File: src/rtl/dac_seq_pkg.sv
// Package: shared types for the DAC reset/clear sequencer.
// Holds the sequencer mode encoding and the register codes used on the
// write port. Assumes a bank of four registers per channel.
package dac_seq_pkg;

    typedef enum logic [1:0] {
        SEQ_IDLE  = 2'd0,
        SEQ_PWRUP = 2'd1,
        SEQ_RESET = 2'd2,
        SEQ_CLEAR = 2'd3
    } seq_mode_t;

    localparam logic [1:0] REG_OFFSET = 2'd0;
    localparam logic [1:0] REG_GAIN   = 2'd1;
    localparam logic [1:0] REG_INPUT  = 2'd2;
    localparam logic [1:0] REG_DAC    = 2'd3;

endpackage

File: src/rtl/dac_seq_sync.sv
// Module: dac_seq_sync
// Two-flop synchroniser for a vector of independent asynchronous lines.
// Assumes each bit is a slow level signal; no multi-bit coherence implied.
// RESET_VAL gives the inactive level loaded under reset.
module dac_seq_sync #(
    parameter int unsigned       WIDTH     = 3,
    parameter logic [WIDTH-1:0]  RESET_VAL = '0
) (
    input  logic             clk,
    input  logic             rst_n,
    input  logic [WIDTH-1:0] d,
    output logic [WIDTH-1:0] q
);

    generate
        for (genvar i = 0; i < WIDTH; i++) begin : g_bit
            logic meta;
            logic stab;

            // Purpose: two-stage capture of one asynchronous line.
            always_ff @(posedge clk) begin
                if (!rst_n) begin
                    meta <= RESET_VAL[i];
                    stab <= RESET_VAL[i];
                end else begin
                    meta <= d[i];
                    stab <= meta;
                end
            end

            assign q[i] = stab;
        end
    endgenerate

endmodule

File: src/rtl/dac_seq_ctrl.sv
// Module: dac_seq_ctrl
// Mode state machine with channel and step counters.
// A reset edge wins over a clear level and aborts a running clear.
// Edges arriving during a reset walk are dropped. The strap is captured
// when a walk completes. Assumes STEP_CYCLES >= 4 and NUM_CH >= 2.
module dac_seq_ctrl
    import dac_seq_pkg::*;
#(
    parameter int unsigned NUM_CH      = 32,
    parameter int unsigned STEP_CYCLES = 8,
    localparam int unsigned CH_W       = $clog2(NUM_CH),
    localparam int unsigned CNT_W      = $clog2(STEP_CYCLES)
) (
    input  logic             clk,
    input  logic             rst_n,
    input  logic             reset_fall,
    input  logic             clear_low,
    input  logic             strap_s,
    output seq_mode_t        mode,
    output logic [CH_W-1:0]  ch,
    output logic [CNT_W-1:0] cnt,
    output logic             fifo_en
);

    localparam logic [CH_W-1:0]  LAST_CH  = CH_W'(NUM_CH - 1);
    localparam logic [CNT_W-1:0] LAST_CNT = CNT_W'(STEP_CYCLES - 1);

    logic step_end;
    logic walk_end;

    // Purpose: flag the last cycle of a channel step and of a whole walk.
    always_comb begin
        step_end = (cnt == LAST_CNT);
        walk_end = step_end && (ch == LAST_CH);
    end

    // Purpose: mode transitions, counter advance and strap capture.
    always_ff @(posedge clk) begin
        if (!rst_n) begin
            mode    <= SEQ_PWRUP;
            ch      <= '0;
            cnt     <= '0;
            fifo_en <= 1'b0;
        end else begin
            case (mode)
                SEQ_PWRUP: begin
                    mode <= SEQ_RESET;
                    ch   <= '0;
                    cnt  <= '0;
                end
                SEQ_IDLE: begin
                    ch  <= '0;
                    cnt <= '0;
                    if (reset_fall) begin
                        mode <= SEQ_RESET;
                    end else if (clear_low) begin
                        mode <= SEQ_CLEAR;
                    end
                end
                SEQ_RESET, SEQ_CLEAR: begin
                    if (mode == SEQ_CLEAR && reset_fall) begin
                        mode <= SEQ_RESET;
                        ch   <= '0;
                        cnt  <= '0;
                    end else if (walk_end) begin
                        mode    <= SEQ_IDLE;
                        ch      <= '0;
                        cnt     <= '0;
                        fifo_en <= strap_s;
                    end else if (step_end) begin
                        cnt <= '0;
                        ch  <= ch + CH_W'(1);
                    end else begin
                        cnt <= cnt + CNT_W'(1);
                    end
                end
                default: mode <= SEQ_IDLE;
            endcase
        end
    end

endmodule

File: src/rtl/dac_seq_wrgen.sv
// Module: dac_seq_wrgen
// Turns the sequencer position into register bank writes.
// Reset: four writes in the first four cycles of each channel step.
// Clear: one DAC write in the first cycle of each step.
// Purely combinational; assumes the position inputs are registered.
module dac_seq_wrgen
    import dac_seq_pkg::*;
#(
    parameter int unsigned      DATA_W         = 12,
    parameter int unsigned      CH_W           = 5,
    parameter int unsigned      CNT_W          = 3,
    parameter logic [DATA_W-1:0] GAIN_DEFAULT  = '1,
    parameter logic [DATA_W-1:0] OFFSET_DEFAULT = '0
) (
    input  seq_mode_t         mode,
    input  logic [CH_W-1:0]   ch,
    input  logic [CNT_W-1:0]  cnt,
    input  logic [DATA_W-1:0] clr_value,
    output logic              wr_en,
    output logic [CH_W-1:0]   wr_ch,
    output logic [1:0]        wr_reg,
    output logic [DATA_W-1:0] wr_data
);

    // Purpose: select strobe, register code and data for this cycle.
    always_comb begin
        wr_en   = 1'b0;
        wr_ch   = ch;
        wr_reg  = REG_DAC;
        wr_data = '0;
        case (mode)
            SEQ_RESET: begin
                if (int'(cnt) < 4) begin
                    wr_en  = 1'b1;
                    wr_reg = cnt[1:0];
                    case (cnt[1:0])
                        REG_OFFSET: wr_data = OFFSET_DEFAULT;
                        REG_GAIN:   wr_data = GAIN_DEFAULT;
                        default:    wr_data = '0;
                    endcase
                end
            end
            SEQ_CLEAR: begin
                if (cnt == '0) begin
                    wr_en   = 1'b1;
                    wr_reg  = REG_DAC;
                    wr_data = clr_value;
                end
            end
            default: wr_en = 1'b0;
        endcase
    end

endmodule

File: src/rtl/dac_init_sequencer.sv
// Module: dac_init_sequencer (top)
// Reset/clear sequencer for a multi-channel DAC register bank.
// Synchronises the external lines, detects reset falling edges, runs the
// walk controller and drives the bank write port, busy and lockout.
// Assumes clr_value is stable while a clear walk runs.
module dac_init_sequencer
    import dac_seq_pkg::*;
#(
    parameter int unsigned       NUM_CH         = 32,
    parameter int unsigned       DATA_W         = 12,
    parameter int unsigned       STEP_CYCLES    = 8,
    parameter logic [DATA_W-1:0] GAIN_DEFAULT   = {DATA_W{1'b1}},
    parameter logic [DATA_W-1:0] OFFSET_DEFAULT = '0
) (
    input  logic                      clk,
    input  logic                      rst_n,
    input  logic                      reset_pin_n,
    input  logic                      clear_n,
    input  logic                      fifo_strap,
    input  logic [DATA_W-1:0]         clr_value,
    input  logic                      ldac_in,
    output logic                      busy_n,
    output logic                      lockout,
    output logic                      ldac_out,
    output logic                      fifo_en,
    output logic                      wr_en,
    output logic [$clog2(NUM_CH)-1:0] wr_ch,
    output logic [1:0]                wr_reg,
    output logic [DATA_W-1:0]         wr_data
);

    localparam int unsigned CH_W  = $clog2(NUM_CH);
    localparam int unsigned CNT_W = $clog2(STEP_CYCLES);

    logic [2:0]       sync_q;
    logic             rst_s;
    logic             clr_s;
    logic             strap_s;
    logic             rst_prev;
    logic             reset_fall;
    seq_mode_t        seq_mode;
    logic [CH_W-1:0]  seq_ch;
    logic [CNT_W-1:0] seq_cnt;

    dac_seq_sync #(
        .WIDTH     (3),
        .RESET_VAL (3'b011)
    ) u_sync (
        .clk   (clk),
        .rst_n (rst_n),
        .d     ({fifo_strap, clear_n, reset_pin_n}),
        .q     (sync_q)
    );

    assign rst_s   = sync_q[0];
    assign clr_s   = sync_q[1];
    assign strap_s = sync_q[2];

    // Purpose: remember the previous synchronised reset level for edge detection.
    always_ff @(posedge clk) begin
        if (!rst_n) begin
            rst_prev <= 1'b1;
        end else begin
            rst_prev <= rst_s;
        end
    end

    assign reset_fall = rst_prev && !rst_s;

    dac_seq_ctrl #(
        .NUM_CH      (NUM_CH),
        .STEP_CYCLES (STEP_CYCLES)
    ) u_ctrl (
        .clk        (clk),
        .rst_n      (rst_n),
        .reset_fall (reset_fall),
        .clear_low  (!clr_s),
        .strap_s    (strap_s),
        .mode       (seq_mode),
        .ch         (seq_ch),
        .cnt        (seq_cnt),
        .fifo_en    (fifo_en)
    );

    dac_seq_wrgen #(
        .DATA_W         (DATA_W),
        .CH_W           (CH_W),
        .CNT_W          (CNT_W),
        .GAIN_DEFAULT   (GAIN_DEFAULT),
        .OFFSET_DEFAULT (OFFSET_DEFAULT)
    ) u_wrgen (
        .mode      (seq_mode),
        .ch        (seq_ch),
        .cnt       (seq_cnt),
        .clr_value (clr_value),
        .wr_en     (wr_en),
        .wr_ch     (wr_ch),
        .wr_reg    (wr_reg),
        .wr_data   (wr_data)
    );

    // Purpose: status outputs and load-DAC gating from the registered mode.
    always_comb begin
        busy_n   = (seq_mode == SEQ_IDLE);
        lockout  = !busy_n;
        ldac_out = ldac_in && busy_n;
    end

endmodule

File: config.mk
export PLATFORM = sky130hd
export DESIGN_NAME = dac_init_sequencer
export DESIGN_NICKNAME = d
export VERILOG_FILES = /design/src/rtl/dac_seq_pkg.sv /design/src/rtl/dac_seq_sync.sv /design/src/rtl/dac_seq_ctrl.sv /design/src/rtl/dac_seq_wrgen.sv /design/src/rtl/dac_init_sequencer.sv
export SDC_FILE = /design/constraint.sdc
export NUM_CORES = 1
export LEC_CHECK = 0
export BUFFER_PORTS_ARGS = -buffer_cell sky130_fd_sc_hd__buf_4
export CAP_MARGIN = 40
export CORE_MARGIN = 3
export CORE_UTILIZATION = 35
export CTS_CLUSTER_DIAMETER = 80
export DETAILED_ROUTE_END_ITERATION = 8
export GPL_TIMING_DRIVEN = 1
export SYNTH_ARGS = -nofsm -noshare
export SYNTH_HDL_FRONTEND = slang
export SYNTH_SLANG_ARGS = --single-unit
File: constraint.sdc
create_clock -name clk -period 5.2 [get_ports clk]
set_clock_uncertainty 0.15 [all_clocks]
set_input_delay 0.26 -clock clk [delete_from_list [all_inputs] [get_ports clk]]
set_output_delay 0.26 -clock clk [all_outputs]
set_load 0.1 [all_outputs]
==> summary.txt, run 1 <==
Worst setup path
  – Max incr delay on CP: 0.55 ns
  – Critical Path Source: u_ctrl.cnt[0]$_SDFF_PP0_
  – FF-to-FF End: u_ctrl.ch[3]$_SDFFE_PN0P_
  – Worst-path maximum fanout: 12
  – Family with the most delay on the worst path: simple AND/OR/NAND/NOR gates
  – Slowest CP cell: nor2_1
  – R2R cell count: 6
  – R2R setup slack: 3.32 ns
  – Critical Path, Cell by Cell: inv_1 -> ha_1 -> nand2_1 -> nor2_1 -> a21o_2 -> buf_4
  – Reg-to-reg critical path startpoint: u_ctrl.ch[0]$_SDFFE_PN0P_
  – CP required: 4.79 ns
  – WS Path Type: flip-flop to output port
  – Startpoint Class: flip-flop
  – Crit. End Element: output port
  – Worst Path Arrival: 1.98 ns
  – Worst path bufs/invs: 2

Place
  – Worst slack at placement: 3.11 ns
  – DP Wirelength: 1430 µm
  – Placement Cell Area: 1240 µm²
  – GPL Wtd Cong: 0.730
  – Port Buf Inserts: 41

CTS
  – CTS Root Buffer Type: clkbuf_4
  – Clk sink count: 18
  – Clock Latency Late Sink: 0.29 ns
  – CTS resizes: 0
  – Clock buffer depth: 2
  – Hold-fix buffer count after cts: 2
  – Clock Pin Slew Worst Setup and Hold Paths: 0.10 ns
  – H-tree levels: 1
  – CTS Buf Count: 3
  – CTS tree: yes
  – Setup bufs post-CTS: 0

Route
  – DR vias: 796
  – Number of vias per cell: 4.74
  – Drt drc: 0
  – Avg WL per Cell: 11.3 µm
  – Remaining antenna violation count: 0
  – Router iterations before antenna repair: 4
  – DRT Wirelength: 1890 µm
  – Drt first-iter violations: 27

Timing
  – RSZ-0062 raised after global routing: false
  – Setup_tns: 0 ns
  – Final WS setup: 2.81 ns
  – Max Fclk: 0.418 GHz
  – Slew Limit Fails: 0
  – Tmin final: 2.39 ns
  – Worst slew pin tran: 0.695 ns
  – Fin crit share: 46.0%
  – Max-slew headroom: 53.5%
  – Final hold violations: 0
  – Final setup fails: 0

Synthesis
  – Mapped Cells: 95
  – Synth warnings: 0
  – Post-synth cell types: 31
  – Yosys reg bits: 18
  – Post-synthesis area per instance: 9.73 µm²
  – Sequential area share after synthesis: 39.0%
  – Cell Area, Synth: 925 µm²
  – Post-synth net total: 119

Layout
  – Cell area after layout: 1290 µm²
  – N_diodes: 0
  – Most frequent cells in the layout: 41 x buf_4, 18 x dfxtp_1, 12 x a21o_2
  – Most common cell after layout, fill and taps aside: buf_4
  – Nets: 163
  – Share of cells above drive strength 1: 47.1%
  – Area growth syn-to-layout: 40.1%

Hold path
  – Hold Crit Class: input pin to flip-flop
  – WHS Endpoint: u_sync.g_bit[2].meta$_SDFF_PN0_
  – Worst hold path startpoint: fifo_strap
  – Hold path depth: 2

Floorplanning
  – Core Region: 2500 µm²
  – Placement Rows: 18
  – Die area: 3290 µm²
  – Initial Util: 37.0%
  – Die Ht: 57.4 µm
  – Die Wd: 57.4 µm
  – Num ports: 42

Run
  – Max Cap Viol: 0

GRT
  – Total GRT Usage: 11.8%
  – GR Util met3: 3.39%
  – First-pass GRT wire length: 3140 µm
  – Met2 Usage GRT: 16.5%
  – Largest net degree at the start of global routing: 14
  – Initial antenna violation count: 0
  – Grt met1 use: 16.8%
  – Grt peak-use layer: met1
  – Overflow left after global routing: 0
  – Vias in the first global route: 705

Power and ir drop
  – Clock Power Share: 23.3%
  – Static leakage: 0.000642 µW
  – Switching Fraction: 39.6%
  – Power density cells: 281 nW/µm²
  – Internal power: 220 µW
  – IR drop worst, VDD: 0.200 mV
  – Seq pwr share: 40.5%
  – Net Sw Power: 144 µW
  – Combinational group share of total power: 36.2%

Outcome
  – Status: complete, no violations
## kinds of logic (layout without fill, tap and decap cells)
logic type / Yosys count / after routing / share of synthesized area (%)
AOI/OAI and AO/OA: 22 / 22 / 18.0
adders and majority gates: 6 / 6 / 8.12
buffers and inverters: 9 / 52 / 5.41
and+or+nand+nor: 38 / 38 / 27.2
DFF: 18 / 18 / 39.0
muxes: 2 / 2 / 2.30
## metal layers
layer | part of all wire (%) | vias up
met4 | 1.2 | 0
met2 | 43 | 29
met5 | 0 | -
met3 | 9.0 | 4
li1 | - | 413
met1 | 47 | 350
## state kept, by name, indices dropped and copies added (netlist names)
signal	count
u_ctrl.mode	2
u_ctrl.ch	5
rst_prev	1
u_ctrl.fifo_en	1
u_sync.g_bit.stab	3
u_ctrl.cnt	3
u_sync.g_bit.meta	3
## cell usage after synthesis
cell type  number  area, µm²
ha_1            6       75.1
and3_1          1       6.26
nor4bb_1        1       10.0
nand3b_1        3       22.5
nand3_1         2       10.0
nor3b_4         1       18.8
nor3b_1         2       15.0
a21bo_2         1       10.0
nand2b_1        8       50.1
mux2_2          1       11.3
inv_1           5       18.8
nor2b_1         1       6.26
nand2_1         2       7.51
a31oi_1         2       12.5
a21oi_1         4       20.0
a21o_2         12        105
and3_2          1       7.51
nor2_1          5       18.8
dfxtp_1        18        360
a221oi_1        1       8.76
or3_2           2       15.0
buf_6           1       11.3
nor3_1          3       15.0
nand2b_4        1       13.8
nand3_2         1       10.0
buf_2           1       5.00
mux2i_1         1       10.0
or3_1           1       6.26
buf_4           2       15.0
and2_1          3       18.8
o21ai_0         2       10.0
## power by group through the flow
| stage | combinational [µW] | sequential (µW) | clock, µW |
|---|---|---|---|
| 4_1_cts | 132 | 147 | 89.2 |
| 3_3_place_gp | 131 | 150 | 0 |
| 5_1_grt | 137 | 148 | 95.6 |
| 6_report | 132 | 147 | 84.9 |
| 3_5_place_dp | 131 | 151 | 0 |
| 2_1_floorplan | 105 | 148 | 0 |
## through the flow
stage                     hold slack, ns  util [%]  cells  power, µW
after floorplan                    0.183         -     95        253
after global placement             0.239      49.5    162        281
after detailed placement           0.249      49.5    162        282
after CTS                        0.00945      51.8    168        369
after global routing             0.00134      51.8    168        381
final                             0.0198      51.8    168        364
## how the worst max path moves through the flow
stage | cells past startpoint | end
final | 6 | wr_data[0]
after global routing | 6 | wr_data[5]
after CTS | 6 | wr_data[0]
after detailed placement | 6 | wr_data[0]
after global placement | 6 | wr_data[11]
after floorplan | 3 | lockout
## worst register-to-register path, delay by kind of cell, from the launching register on
family | cells | cell delay, ns
flops | 1 | 0.35
simple gates | 3 | 0.69
compound gates | 1 | 0.16
fa+ha+maj | 2 | 0.47
## final cells by class
cell class | instances | area [µm²]
Clock buffer | 4 | 36.3
Fill cell | 247 | 1200
Inverter | 5 | 18.8
Multi-Input combinational cell | 68 | 514
Sequential cell | 18 | 360
Tap cell | 30 | 37.5
Timing Repair Buffer | 43 | 328
Note: power is estimated with default switching activity, not from simulation.
==> run 2: changes to the inputs <==
clock period = 2.4 ns   (was 5.2 ns; I/O delays follow)
==> run 2 against run 1 <==
  * Sequential power is 120% higher
  * Hold slack improved by 0.25 ns
  * Cell count rose by 3.0%
  * Largest power group unchanged
  * Die area stayed put
  * Count of clock-buffer cells in the layout unchanged
  * Sequential share of layout area decreased by 1.2 points
  * Clock power grew 110%
  * Combinational power up 120%
  * Utilization grew 2.3 points
  * Register-to-register slack worse by 2.8 ns
==> summary.txt, run 2 (synthesis results as in run 1) <==
Outcome
  – Status: complete, no violations

Worst setup path
  – Worst Path Arrival: 1.79 ns (-0.19 ns)
  – R2R cell count: 6 (unchanged)
  – FF-to-FF End: u_ctrl.ch[3]$_SDFFE_PN0P_
  – Crit. End Element: output port
  – Startpoint Class: flip-flop
  – Reg-to-reg critical path startpoint: u_ctrl.ch[0]$_SDFFE_PN0P_
  – R2R setup slack: 0.49 ns (-2.83 ns)
  – WS Path Type: flip-flop to output port
  – CP required: 2.13 ns (-2.66 ns)
  – Worst-path maximum fanout: 12 (unchanged)
  – Critical Path Source: u_ctrl.mode[0]$_SDFFE_PN1P_

Timing
  – Fin crit share: 85.8%
  – Final hold violations: 0 (unchanged)
  – Final setup fails: 0 (unchanged)
  – RSZ-0062 raised after global routing: false
  – Max Fclk: 0.485 GHz
  – Max-slew headroom: 69.3% (+16 points)
  – Tmin final: 2.06 ns
  – Slew Limit Fails: 0 (unchanged)
  – Worst slew pin tran: 0.460 ns (-0.235 ns)
  – Setup_tns: 0 ns (unchanged)

Layout
  – N_diodes: 0 (unchanged)
  – Area of the multi-input gates: 520 µm² (+1.2%)
  – Final Instance Count excl. Fillers: 173 (+3.0%)
  – Nets: 168 (+3.1%)
  – Register Area: 360 µm² (unchanged)
  – Cell area after layout: 1350 µm² (+4.3%)
  – Most flops, register: u_ctrl.ch
  – Share of cells above drive strength 1: 47.6% (+0.45 points)
  – Largest register FFs: 5 (unchanged)
  – Area growth syn-to-layout: 46.1%
  – Most frequent cells in the layout: 41 x buf_4, 18 x dfxtp_1, 12 x a21o_2
  – FILL cells: 250 (+1.2%)
  – Most common cell after layout, fill and taps aside: buf_4
  – Post-Route Utilization: 54.1% (+2.3 points)

Floorplanning
  – Die Ht: 57.4 µm (unchanged)
  – Num ports: 42 (unchanged)
  – Core Region: 2500 µm² (unchanged)
  – Die area: 3290 µm² (unchanged)
  – Placement Rows: 18 (unchanged)
  – Initial Util: 37.0% (unchanged)
  – Die Wd: 57.4 µm (unchanged)

GRT
  – Largest net degree at the start of global routing: 14 (unchanged)
  – First-pass GRT wire length: 3100 µm (-1.3%)
  – Initial antenna violation count: 0 (unchanged)
  – Total GRT Usage: 11.7% (-0.11 points)
  – Overflow left after global routing: 0 (unchanged)
  – Vias in the first global route: 761 (+7.9%)

CTS
  – Clock Latency Late Sink: 0.29 ns (about the same)
  – H-tree levels: 1 (unchanged)
  – Clk sink count: 18 (unchanged)
  – Clock Pin Slew Worst Setup and Hold Paths: 0.10 ns (about the same)
  – CTS Buf Count: 3 (unchanged)
  – CTS Root Buffer Type: clkbuf_4
  – Clock buffer depth: 2 (unchanged)
  – CTS tree: yes

Route
  – Drt drc: 0 (unchanged)
  – DRT Wirelength: 1850 µm (-2.2%)
  – Router iterations before antenna repair: 3 (-1)
  – Number of vias per cell: 4.70 (-0.82%)
  – DR vias: 813 (+2.1%)
  – Remaining antenna violation count: 0 (unchanged)
  – Drt first-iter violations: 14 (-48%)
  – Avg WL per Cell: 10.7 µm (-5.0%)

Place
  – GPL Wtd Cong: 0.674 (-7.7%)
  – DP Wirelength: 1420 µm (-1.0%)
  – Port Buf Inserts: 41 (unchanged)
  – # placed instances: 162 (unchanged)
  – Placement Cell Area: 1240 µm² (+0.30%)

Hold path
  – Hold path depth: 1 (-1)
  – Hold Crit Class: flip-flop to flip-flop
  – Worst hold path startpoint: u_sync.g_bit[0].meta$_SDFF_PN1_
  – WHS Endpoint: u_sync.g_bit[0].stab$_SDFF_PN1_

Run
  – Max Cap Viol: 0 (unchanged)

Power and ir drop
  – Static leakage: 0.000662 µW (+3.1%)
  – IR drop worst, VDD: 0.429 mV (+110%)
  – Power density cells: 587 nW/µm² (+110%)
-- run 2: cell types whose count changed in the layout (fill, tap and decap cells not counted), sizes merged --
cell         change
dlygate4sd3      +5
-- run 2: cell type report --
class | count | share of cell area (%)
Sequential cell | 18 | 26.7
Multi-Input combinational cell | 68 | 38.5
Timing Repair Buffer | 48 | 28.0
Clock buffer | 4 | 2.69
Tap cell | 30 | 2.78
Inverter | 5 | 1.39
-- run 2: power by group --
part           internal, µW  leakage, µW  switching (µW)
Clock                  92.4    0.0000210            89.0
Combinational          81.2     0.000493             211
Sequential              308     0.000147            11.0
Total                   482     0.000662             311
-- run 2: timing repair --
| action | 4_1_cts | 5_1_grt |
|---|---|---|
| setup buffers | 0 | 0 |
| hold endpoints to repair | 10 | 0 |
| resized for setup | 0 | 1 |
| setup endpoints to repair | 0 | 12 |
| hold buffers | 7 | 0 |
-- run 2: metal layers --
metal	track usage, %	part of all wire (%)	vias up
li1	-	-	431
met1	14.8	45	352
met2	18.2	45	28
met3	3.62	9.4	2
met4	4.97	0.54	0
met5	0	0	-
-- run 2: worst max path at each step --
| stage | end | slack [ns] | cells after the start |
|---|---|---|---|
| floorplan | wr_en | 0.09 | 4 |
| global placement | wr_data[8] | 0.48 | 6 |
| detailed placement | wr_data[0] | 0.45 | 6 |
| CTS | wr_data[0] | 0.1 | 6 |
| global route | wr_data[8] | 0.16 | 4 |
| finish | wr_data[0] | 0.34 | 4 |
-- run 2: worst max-delay path, stage by stage (launching register included) --
cell     delay, ns
dfxtp_1       0.55
nand2_1       0.12
nor2_2        0.36
a21o_2        0.20
buf_4         0.28
-- run 2: per-stage QoR --
stage	power [µW]	hold slack, ns	setup WS, ns
after floorplan	549	0.0430	0.0850
after global placement	609	0.152	0.478
after detailed placement	610	0.157	0.450
after CTS	805	0.285	0.0983
after global routing	831	0.297	0.165
final	793	0.274	0.340
==> run 3: changes to the inputs <==
CORE_ASPECT_RATIO = 1.5   (was not set)
==> run 3 against run 2 <==
  * Clock power increased by 3%
  * Largest cell class unchanged
  * Count of clock-buffer cells in the layout unchanged
  * Global-route usage increased by 2.2 points
  * Cell count decreased by 3.5%
  * Critical endpoint is now wr_data[4]
  * Sequential cell count unchanged
  * Worst setup slack got worse by 0.0031 ns
  * Cell area decreased by 0.56%
  * Non-clock buffer count unchanged
==> summary.txt, run 3 (synthesis results as in run 1) <==
Floorplanning
  – Die Ht: 69.0 µm (+20%)
  – Initial Util: 37.3% (+0.34 points)
  – Core Region: 2480 µm² (-0.90%)
  – Die area: 3310 µm² (+0.38%)
  – Die Wd: 48.0 µm (-16%)
  – Num ports: 42 (unchanged)
  – Placement Rows: 22 (+4)

Route
  – DRT Wirelength: 1980 µm (+7.2%)
  – Drt first-iter violations: 11 (-3)
  – Number of vias per cell: 4.92 (+4.6%)
  – DR vias: 821 (+0.98%)
  – Remaining antenna violation count: 0 (unchanged)
  – Avg WL per Cell: 11.9 µm (+11%)
  – Router iterations before antenna repair: 3 (unchanged)
  – Drt drc: 0 (unchanged)

CTS
  – Clock buffer depth: 2 (unchanged)
  – Clk sink count: 18 (unchanged)
  – Clock Pin Slew Worst Setup and Hold Paths: 0.10 ns (about the same)
  – Clock Latency Late Sink: 0.29 ns (about the same)
  – CTS Buf Count: 3 (unchanged)
  – H-tree levels: 1 (unchanged)
  – Setup bufs post-CTS: 0 (unchanged)
  – CTS Root Buffer Type: clkbuf_4
  – CTS tree: yes

Layout
  – Area growth syn-to-layout: 45.3%
  – Nets: 168 (unchanged)
  – N_diodes: 0 (unchanged)
  – Most common cell after layout, fill and taps aside: buf_4
  – Most frequent cells in the layout: 41 x buf_4, 18 x dfxtp_1, 12 x a21o_2
  – Share of cells above drive strength 1: 47.6% (unchanged)
  – Largest register FFs: 5 (unchanged)
  – Most flops, register: u_ctrl.ch

Worst setup path
  – Reg-to-reg critical path startpoint: u_ctrl.ch[0]$_SDFFE_PN0P_
  – Family with the most delay on the worst path: flip-flops
  – Critical Path Source: u_ctrl.mode[0]$_SDFFE_PN1P_
  – Max incr delay on CP: 0.56 ns (about the same)
  – CP required: 2.13 ns (about the same)
  – Worst Path Arrival: 1.79 ns (about the same)
  – Worst path bufs/invs: 1 (unchanged)
  – WS Path Type: flip-flop to output port
  – Worst-path maximum fanout: 12 (unchanged)
  – Startpoint Class: flip-flop
  – Crit. End Element: output port
  – Critical Path, Cell by Cell: nand2_1 -> nor2_2 -> a21o_2 -> buf_4
  – R2R setup slack: 0.52 ns (+0.03 ns)
  – FF-to-FF End: u_ctrl.ch[3]$_SDFFE_PN0P_
  – R2R cell count: 6 (unchanged)
  – Slowest CP cell: dfxtp_1

Hold path
  – Hold Crit Class: flip-flop to flip-flop
  – WHS Endpoint: u_sync.g_bit[1].stab$_SDFF_PN1_
  – Worst hold path startpoint: u_sync.g_bit[1].meta$_SDFF_PN1_
  – Hold path depth: 1 (unchanged)

Power and ir drop
  – IR drop worst, VDD: 0.361 mV (-16%)
  – Net Sw Power: 316 µW (+1.5%)
  – Power density cells: 594 nW/µm² (+1.2%)
  – Static leakage: 0.000662 µW (unchanged)
  – Switching Fraction: 39.6% (+0.36 points)
  – Combinational group share of total power: 36.7% (-0.2 points)
  – Seq pwr share: 40.1% (-0.2 points)
  – Clock Power Share: 23.3% (+0.4 points)
  – Internal power: 482 µW (about the same)

Timing
  – Final hold violations: 0 (unchanged)
  – Setup_tns: 0 ns (unchanged)
  – Final WS setup: 0.337 ns (-0.00313 ns)
  – Final setup fails: 0 (unchanged)
  – RSZ-0062 raised after global routing: false
  – Max Fclk: 0.485 GHz (-0.15%)
  – Tmin final: 2.06 ns (+0.00313 ns)
  – Slew Limit Fails: 0 (unchanged)
  – Max-slew headroom: 70.6% (+1.3 points)
  – Worst slew pin tran: 0.441 ns (-0.0197 ns)
  – Fin crit share: 86.0% (+0.13 points)

Place
  – Port Buf Inserts: 41 (unchanged)
  – Worst slack at placement: 0.447 ns (-0.00310 ns)
  – GPL Wtd Cong: 0.690 (+2.4%)
  – DP Wirelength: 1530 µm (+7.6%)

GRT
  – Vias in the first global route: 774 (+1.7%)
  – Total GRT Usage: 13.9% (+2.2 points)
  – Initial antenna violation count: 0 (unchanged)
  – First-pass GRT wire length: 3280 µm (+6.0%)
  – Largest net degree at the start of global routing: 14 (unchanged)
  – Overflow left after global routing: 0 (unchanged)

Run
  – Max Cap Viol: 0 (unchanged)

Outcome
  – Status: complete, no violations
[run 3: cell counts in the layout (fill, tap and decap cells not counted)]
Identical to the previous run, type by type.
[run 3: power groups by stage]
stage / clock network, µW / registers [µW] / logic (µW)
floorplan: 0 / 321 / 228
global placement: 0 / 326 / 283
detailed placement: 0 / 327 / 285
CTS: 190 / 320 / 294
global route: 204 / 322 / 305
finish: 186 / 320 / 293
[run 3: through the flow]
stage	instance area [µm²]	hold WS (ns)	power [µW]	utilization, %	instances
2_1_floorplan	928	0.0430	549	-	95
3_5_place_dp	1230	0.163	612	49.8	156
3_3_place_gp	1230	0.153	609	49.8	156
5_1_grt	1340	0.291	832	54.2	167
4_1_cts	1340	0.272	803	54.1	167
6_report	1340	0.268	798	54.2	167
[run 3: worst max path at each step]
stage	to	slack [ns]	depth (start not counted)
2_1_floorplan	wr_en	0.09	4
3_3_place_gp	wr_data[4]	0.47	6
3_5_place_dp	wr_data[4]	0.45	4
4_1_cts	wr_data[4]	0.11	4
5_1_grt	wr_data[5]	0.18	4
6_report	wr_data[4]	0.34	4
[run 3: area by class of cell]
type | count | area [µm²]
Clock buffer | 4 | 36.3
Fill cell | 250 | 1130
Inverter | 5 | 18.8
Multi-Input combinational cell | 68 | 520
Sequential cell | 18 | 360
Tap cell | 24 | 30.0
Timing Repair Buffer | 48 | 378
[run 3: routing by layer]
layer,up-vias,track usage (%),routed length [µm]
li1,424,-,-
met4,0,8.08,49
met3,5,2.60,225
met2,39,25.5,976
met1,353,13.6,733
met5,-,0,0
[run 3: what timing repair did]
action / in CTS / in global routing
setup endpoints to repair: 0 / 12
hold endpoints to repair: 10 / 0
gates resized for setup: 0 / 1
hold buffers: 7 / 0
